<file path="src/rtl/wdg_pkg.sv">
package wdg_pkg;

  // Strobes from the control side to the counter datapath
  typedef struct packed {
    logic load;       // reload main count from loadCount
    logic runOnLoad;  // running state taken on load
    logic loadGrace;  // first expiry: reload grace count
    logic halt;       // grace expiry: stop the counter
  } wdgStrobe_t;

endpackage

</file>
<file path="src/rtl/wdg_datapath.sv">
module wdg_datapath
  import wdg_pkg::*;
#(
  parameter int CNT_W       = 8,
  parameter int GRACE_TICKS = 1,
  localparam int CW         = CNT_W + 1
) (
  input  logic          clk,
  input  logic          rstN,
  input  logic          tickEn,
  input  wdgStrobe_t    strobe,
  input  logic [CW-1:0] loadCount,
  output logic          expire
);

  localparam logic [CW-1:0] GRACE_VAL = CW'(GRACE_TICKS);
  localparam logic [CW-1:0] ONE       = CW'(1);

  logic [CW-1:0] count;
  logic          running;

  assign expire = tickEn && running && (count == ONE);

  always_ff @(posedge clk) begin
    if (!rstN) begin
      count   <= '0;
      running <= 1'b0;
    end else if (strobe.load) begin
      count   <= loadCount;
      running <= strobe.runOnLoad;
    end else if (strobe.loadGrace) begin
      count   <= GRACE_VAL;
    end else if (strobe.halt) begin
      running <= 1'b0;
    end else if (tickEn && running) begin
      count   <= count - ONE;
    end
  end

  // a running counter never sits at zero
  assert_live_count_R5: assert property (@(posedge clk) disable iff (!rstN)
    running |-> (count != '0));

  // a plain tick takes exactly one off the count
  assert_step_R5: assert property (@(posedge clk) disable iff (!rstN)
    (tickEn && running && !strobe.load && !strobe.loadGrace && !strobe.halt)
      |=> (count == $past(count) - ONE));

  // a stop command leaves the counter idle
  assert_stop_R6: assert property (@(posedge clk) disable iff (!rstN)
    (strobe.load && !strobe.runOnLoad) |=> !running);

endmodule

</file>
<file path="src/rtl/wdg_ctrl.sv">
module wdg_ctrl
  import wdg_pkg::*;
#(
  parameter int CNT_W     = 8,
  parameter int KEY_W     = 7,
  parameter int WORD_W    = 32,
  localparam int CW       = CNT_W + 1,
  localparam int RUN_BIT  = CNT_W,
  localparam int KEY_LSB  = CNT_W + 1
) (
  input  logic              clk,
  input  logic              rstN,
  input  logic              wrEn,
  input  logic [WORD_W-1:0] wrData,
  input  logic              expire,
  output wdgStrobe_t        strobe,
  output logic [CW-1:0]     loadCount,
  output logic              nmiOut,
  output logic              resetReqOut
);

  logic [WORD_W-1:0] ctrlWord;
  logic              stage;
  logic              accept;
  logic [KEY_W-1:0]  storedKey;
  logic [KEY_W-1:0]  newKey;
  logic [CNT_W-1:0]  newCount;
  logic              locked;

  assign locked    = ctrlWord[RUN_BIT];
  assign storedKey = ctrlWord[KEY_LSB +: KEY_W];
  assign newKey    = wrData[KEY_LSB +: KEY_W];
  assign newCount  = wrData[CNT_W-1:0];
  assign accept    = wrEn && (!locked || (newKey == ~storedKey));

  assign loadCount = (newCount == '0) ? CW'(1 << CNT_W) : {1'b0, newCount};

  always_comb begin
    strobe.load      = accept;
    strobe.runOnLoad = wrData[RUN_BIT];
    strobe.loadGrace = !accept && expire && !stage;
    strobe.halt      = !accept && expire && stage;
  end

  always_ff @(posedge clk) begin
    if (!rstN) begin
      ctrlWord    <= '0;
      stage       <= 1'b0;
      nmiOut      <= 1'b0;
      resetReqOut <= 1'b0;
    end else begin
      resetReqOut <= strobe.halt;
      if (accept) begin
        ctrlWord <= wrData;
        stage    <= 1'b0;
        nmiOut   <= 1'b0;
      end else if (strobe.loadGrace) begin
        stage    <= 1'b1;
        nmiOut   <= 1'b1;
      end
    end
  end

  // a valid service write drops the interrupt
  assert_nmi_drop_R9: assert property (@(posedge clk) disable iff (!rstN)
    accept |=> !nmiOut);

  // reset request lasts a single cycle
  assert_reset_pulse_R8: assert property (@(posedge clk) disable iff (!rstN)
    resetReqOut |=> !resetReqOut);

  // reset request only follows the interrupt stage
  assert_reset_after_nmi_R8: assert property (@(posedge clk) disable iff (!rstN)
    resetReqOut |-> nmiOut);

  // a rejected write leaves the stored word untouched
  assert_reject_keeps_R3: assert property (@(posedge clk) disable iff (!rstN)
    (wrEn && !accept) |=> $stable(ctrlWord));

endmodule

</file>
<file path="src/rtl/watchdog_keyed.sv">
module watchdog_keyed
  import wdg_pkg::*;
#(
  parameter int CNT_W       = 8,
  parameter int KEY_W       = 7,
  parameter int GRACE_TICKS = 1,
  localparam int CW         = CNT_W + 1
) (
  input  logic        clk,
  input  logic        rstN,
  input  logic        tickEn,
  input  logic        wrEn,
  input  logic [31:0] wrData,
  output logic        nmiOut,
  output logic        resetReqOut
);

  wdgStrobe_t    strobe;
  logic [CW-1:0] loadCount;
  logic          expire;

  wdg_ctrl #(
    .CNT_W (CNT_W),
    .KEY_W (KEY_W),
    .WORD_W(32)
  ) u_ctrl (
    .clk        (clk),
    .rstN       (rstN),
    .wrEn       (wrEn),
    .wrData     (wrData),
    .expire     (expire),
    .strobe     (strobe),
    .loadCount  (loadCount),
    .nmiOut     (nmiOut),
    .resetReqOut(resetReqOut)
  );

  wdg_datapath #(
    .CNT_W      (CNT_W),
    .GRACE_TICKS(GRACE_TICKS)
  ) u_datapath (
    .clk      (clk),
    .rstN     (rstN),
    .tickEn   (tickEn),
    .strobe   (strobe),
    .loadCount(loadCount),
    .expire   (expire)
  );

  // nothing is signalled while held in reset
  assert_quiet_reset_R1: assert property (@(posedge clk)
    !rstN |=> (!nmiOut && !resetReqOut));

endmodule

</file>
<file path="config.mk">
export PLATFORM = sky130hd
export DESIGN_NAME = watchdog_keyed
export DESIGN_NICKNAME = d
export VERILOG_FILES = /design/src/rtl/wdg_pkg.sv /design/src/rtl/wdg_datapath.sv /design/src/rtl/wdg_ctrl.sv /design/src/rtl/watchdog_keyed.sv
export SDC_FILE = /design/constraint.sdc
export NUM_CORES = 1
export LEC_CHECK = 0
export ABC_AREA = 1
export CORE_ASPECT_RATIO = 1.25
export CORE_MARGIN = 3
export CORE_UTILIZATION = 43
export CTS_BUF_LIST = sky130_fd_sc_hd__clkbuf_8
export CTS_CLUSTER_SIZE = 8
export DETAILED_ROUTE_END_ITERATION = 10
export GPL_ROUTABILITY_DRIVEN = 0
export PLACE_DENSITY = 0.85
export SKIP_CTS_REPAIR_TIMING = 1
export SYNTH_ARGS = -nofsm -noshare
export SYNTH_HDL_FRONTEND = slang
export SYNTH_SLANG_ARGS = --single-unit
</file>
<file path="constraint.sdc">
create_clock -name clk -period 1.3 [get_ports clk]
set_input_delay 0.13 -clock clk [delete_from_list [all_inputs] [get_ports clk]]
set_output_delay 0.13 -clock clk [all_outputs]
set_load 0.005 [all_outputs]
</file>
* Yosys cells after proc, flatten, opt, wreduce, memory -nomap -nowiden
Cells that the tools add are included.
** Word-level totals
- Flip-flop bits (word level) :: 28
- Output and inout port bits :: 2
- Word-level logic and storage cells :: 36
** Cells by class
- $add $sub $neg :: 1
- Eq/ne operators :: 4
- Muxes and demuxes :: 8
- Bitwise gates (word level) :: 2
- Reductions and logical operators :: 16
** Operators with widths (count)
- 9-bit 2-to-1 mux :: 5
- 9-bit by 1-bit equality test with 1-bit output (second input constant) :: 1
- 9-bit by 1-bit subtractor with 9-bit output (second input constant) :: 1
- 8-bit zero test :: 1
- 7-bit equality test :: 1
- 7-bit NOT :: 1
- 1-bit logical AND :: 6
- 2-bit AND reduction :: 2
- 1-bit zero test :: 3
- 1-bit 2-to-1 mux :: 3
- 3-bit by 1-bit inequality test with 1-bit output (second input constant) :: 1
- 3-bit nonzero test :: 1
- 2-bit by 1-bit inequality test with 1-bit output (second input constant) :: 1
- 2-bit nonzero test :: 1
- 2-bit OR reduction :: 1
- 1-bit logical OR :: 1
- 1-bit NOT :: 1

* Depth between registers and ports, before layout
- Depth after elaboration :: 10
- Depth in mapped cells :: 13

* By module
From an unflattened synthesis, not the netlist that was laid out.
** Unflattened totals
- Cells, all modules :: 210
- Area, all modules :: 1333.8 um2
** Modules (own cells, without submodules)
- wdg_ctrl :: instances 1, cells each 109, area each 668.1 um2
- wdg_datapath :: instances 1, cells each 101, area each 665.6 um2

* Least setup slack after synthesis
Ideal clock, no wire load.
- Path kind :: register to register
- Start point :: register u_datapath.count[1]
- End point :: register u_datapath.count[4]
- Setup time :: 0.115 ns
- Arrival time :: 1.290 ns
- Path slack :: -0.105 ns
- Stages on the path, launching flop included :: 13
- Buffers on the path :: 1
- Clock period less this slack :: 1.405 ns
- Cell sequence :: dfxtp_1 > inv_1 > ha_1 > nand2_1 > inv_1 > nand2_2 > nor2_4 > nand3_4 > nand3_4 > nand2_4 > buf_6 > o21ai_1 > nor2_1
** On the way
- Longest elaborated chain between the ends :: 6
- Elaborated cells on any way between the ends :: 13
- Classes of those cells :: add/sub: 1; eq/ne: 2; mux: 4; reduce/logical: 6
** Ends and longest elaborated chain
- start, declared :: RTL line wdg_datapath.sv:19 : logic [CW-1:0] count;
- start signal, assigned :: RTL line wdg_datapath.sv:29 : count <= loadCount;
- start signal, assigned :: RTL line wdg_datapath.sv:36 : count <= count - ONE;
- branches (longest 6 deep; another with 9-bit by 1-bit subtractor with 9-bit output)
Parallel ways; which one is timed is not known. The select of a mux whose other input is x is not followed.
A chain may end at the register's enable or synchronous reset.

* Worst setup path in the final report
- Start point :: register u_datapath.count[1]
- End point :: register u_datapath.count[0]
** On the way
- Longest elaborated chain between the ends :: 6
- Elaborated cells on any way between the ends :: 10
- Classes of those cells :: eq/ne: 2; mux: 2; reduce/logical: 6
** Ends and longest elaborated chain
- 9-bit by 1-bit equality test with 1-bit output (*) :: RTL line wdg_datapath.sv:22 : assign expire = tickEn && running && (count == ONE);
- 1-bit logical AND (*) :: RTL line wdg_datapath.sv:22
- 1-bit logical AND (*) :: RTL line wdg_ctrl.sv:41, wdg_ctrl.sv:42
- 1-bit logical AND (on tied branches) :: RTL line wdg_ctrl.sv:42, wdg_ctrl.sv:41
- 3-bit by 1-bit inequality test with 1-bit output (no line), or another cell as far along
- 2-bit AND reduction (no line) or 9-bit 2-to-1 mux (tied branches)
Every way passes the cells marked *; elsewhere a longest branch is shown, timed or not.

==> flow_metrics.tcl <==
set metrics [dict create \
    finClkSkew_ns 0.00143 \
    hpwl_microns 2310 \
    fin_ws_ns -0.251 \
    p_int_mw 1.28 \
    path_clk_slew_ns 0.08 \
    rsz0062_at_grt "true" \
    yosys-top-cells-area "dfxtp_1 32%, nand2_1 12%, nor2_1 10%" \
    avgViaCountPerCell 4.91 \
    htreeDepth 1 \
    reg2reg_to "u_datapath.count[0]$_SDFFE_PN0P_" \
    hold_end "u_ctrl.ctrlWord[11]$_SDFFE_PN0N_" \
    synth_largest_area_cell "dfxtp_1" \
    worst_slew_pin_slew_ns 0.381 \
    min_from "wrData[11]" \
    fin_crit_ns 1.55 \
    synth.yosys.seq_area_share_pct 32.0 \
    clock-sinks 20 \
    drtIter0Drc 37 \
    finalCritPeriodShare_pct 119 \
    seq_area_sq_um 408 \
    violations "setup timing" \
    power_frac_clock_pct 25.9 \
    drt_pass1_iterations 5 \
    io_pins 38 \
    crit_type "reg2reg" \
    start_util_pct 45.7 \
    switching_share_pct 31.8 \
    wirelength_microns 3590 \
    max_freq_ghz 0.645 \
    cp.required_ns 1.45 \
    r2r_slack_ns -0.25 \
    final_nets 290 \
    arrival_ns 1.70 \
    synth_cell_types 24 \
    postSynthCellCount 192 \
    whs_ns 0.212 \
    core-area_sq_um 2730 \
    r2r_start "u_datapath.count[1]$_SDFFE_PN0P_" \
    cp_max_fo 5 \
    synth_edf_count 0 \
    synth_seq_cells 20 \
    ant_nets 0 \
    drv_slew 0 \
    port_buffers 21 \
    die_h_microns 66.3 \
    synthMostInstantiatedCell "nand2_1" \
    num_vias 1400 \
    min-delay-path-class "in2reg" \
    status "complete, but fails checks" \
    antenna_found_initial 0 \
    final_cell_area_sq_um 1970 \
    multi_input_area_sq_um 813 \
    ff2ff_path_depth 13 \
    max_slew_margin_pct 74.5 \
    sequentialPowerShare_pct 37.5 \
    die_w_microns 54.2 \
    placed_area_sq_um 1730 \
    dieArea_sq_um 3590 \
    nFillCells 220 \
    grtUsageTotal_pct 19.0 \
    crit_path_end_kind "register" \
    wire_per_inst_microns 12.6 \
    power_density_nw_per_um2 949 \
    p_leak_nw 0.926 \
    synthArstFlopShare_pct 0 \
    clockBufferDepth 2 \
    ys.flop_type "dfxtp_1" \
    cap_violations 0 \
    setup.worst_path.start_class "register" \
    numCtsBuffers 3 \
    synth_area_per_cell_sq_um 6.51 \
    grt_start_max_net_pins 20 \
    synth_top_area_share_pct 32.0 \
    min_path_cells 3 \
    clock-root-buffer "clkbuf_8" \
    finalHoldViolations 0 \
    syn_to_final_growth_pct 57.8 \
    tns_ns -3.58 \
    drive_gt1_share_pct 31.5 \
    grt_pass1_vias 1239 \
    diodes 0 \
    grt_pass1_wl_microns 5090 \
    final_cell_count_no_fill 285 \
    p_switching_uw 596 \
    synthTopCellsByCount "41 x nand2_1, 34 x nor2_1, 21 x inv_1, 20 x dfxtp_1, 17 x nand3_1" \
    ir_worst_vdd_uv 660 \
    setup_viol 20 \
    fp-row-count 21 \
    clkLatencyLatePin_ns 0.26 \
    yosysWarnings 0 \
    synth_area_sq_um 1250 \
    placedCellCount 274 \
    cts_tree "yes" \
    overflow 0 \
    drc_errors 0 \
    synth.net_count 230 \
    combPwrFrac_pct 36.6 \
]
## critical path, cell delays in order (launching register included)
cell and delay [ns]:
dfxtp_2 0.34, inv_2 0.05, ha_4 0.14, nand2_2 0.06, inv_2 0.03, nand2_2 0.06
nor2_4 0.04, buf_6 0.11, nand3_4 0.06, nand3_4 0.14, nor2_4 0.15, nor2_1 0.05
nor2_1 0.13, nor2_1 0.06
## through the flow
step / power, mW / util [%] / worst slack [ns]
final: 1.87 / 72.2 / -0.251
after CTS: 1.79 / 65.4 / -0.272
after detailed placement: 1.32 / 63.4 / -0.436
after global placement: 1.29 / 63.4 / -0.360
after global routing: 1.97 / 72.2 / -0.344
after floorplan: 1.05 / - / -0.0839
## cell families (layout without fill, tap and decap cells)
| logic type | after synthesis | count (layout) | share of synthesized area (%) |
|---|---|---|---|
| AOI/OAI and AO/OA | 23 | 23 | 9.21 |
| and+or+nand+nor | 109 | 110 | 41.0 |
| xor gates and xnor gates | 7 | 7 | 4.91 |
| buffers and inverters | 31 | 89 | 10.8 |
| adders and majority gates | 2 | 2 | 2.00 |
| DFF | 20 | 20 | 32.0 |
## metal layers
| layer | vias up | track usage [%] | wire [microns] |
|---|---|---|---|
| met4 | 0 | 8.10 | 154 |
| met2 | 44 | 33.2 | 1870 |
| met5 | - | 0 | 0 |
| met3 | 19 | 2.71 | 135 |
| met1 | 615 | 22.0 | 1430 |
| li1 | 722 | - | - |
## cell type report
type | count | area share, %
clock buffers | 4 | 2.79
inverters | 26 | 4.95
multi-input cells | 142 | 41.2
flip-flops and latches | 20 | 20.7
well taps | 34 | 2.16
repair buffers | 59 | 28.2
## cell usage in the layout, fill, tap and decap left out, drive strengths merged
master	instances
clkinv	1
dlymetal6s2s	1
dfxtp	20
nand3	19
nor2	37
buf	37
clkdlybuf4s50	20
nor4	2
o21ai	16
nor3	2
nand4	1
inv	25
nand2	49
xor2	6
a21oi	7
xnor2	1
ha	2
clkbuf	5
## power groups by stage
stage	sequential, mW	clock, mW	combinational (mW)
after floorplan	0.717	0	0.333
after global placement	0.712	0	0.580
after detailed placement	0.715	0	0.601
after CTS	0.701	0.477	0.609
after global routing	0.708	0.509	0.751
final	0.702	0.484	0.685
## registers in the layout, summed over array words and instances, names as in the netlist
| signal | count |
|---|---|
| u_datapath.running | 1 |
| u_ctrl.nmiOut | 1 |
| u_datapath.count | 9 |
| u_ctrl.resetReqOut | 1 |
| u_ctrl.ctrlWord | 8 |
## how the worst max path moves through the flow
stage / cells past startpoint / endpoint / slack [ns] / startpoint
after floorplan: 12 / u_datapath.count[0]$_SDFFE_PN0P_ / -0.08 / u_datapath.count[1]$_SDFFE_PN0P_
after global placement: 11 / u_ctrl.ctrlWord[14]$_SDFFE_PN0N_ / -0.36 / wrData[11]
after detailed placement: 11 / u_ctrl.ctrlWord[12]$_SDFFE_PN0N_ / -0.44 / wrData[11]
after CTS: 14 / u_datapath.count[7]$_SDFFE_PN0P_ / -0.27 / u_datapath.count[1]$_SDFFE_PN0P_
after global routing: 14 / u_datapath.count[7]$_SDFFE_PN0P_ / -0.34 / u_datapath.count[1]$_SDFFE_PN0P_
final: 13 / u_datapath.count[0]$_SDFFE_PN0P_ / -0.25 / u_datapath.count[1]$_SDFFE_PN0P_
(Power assumes the default switching activity.)
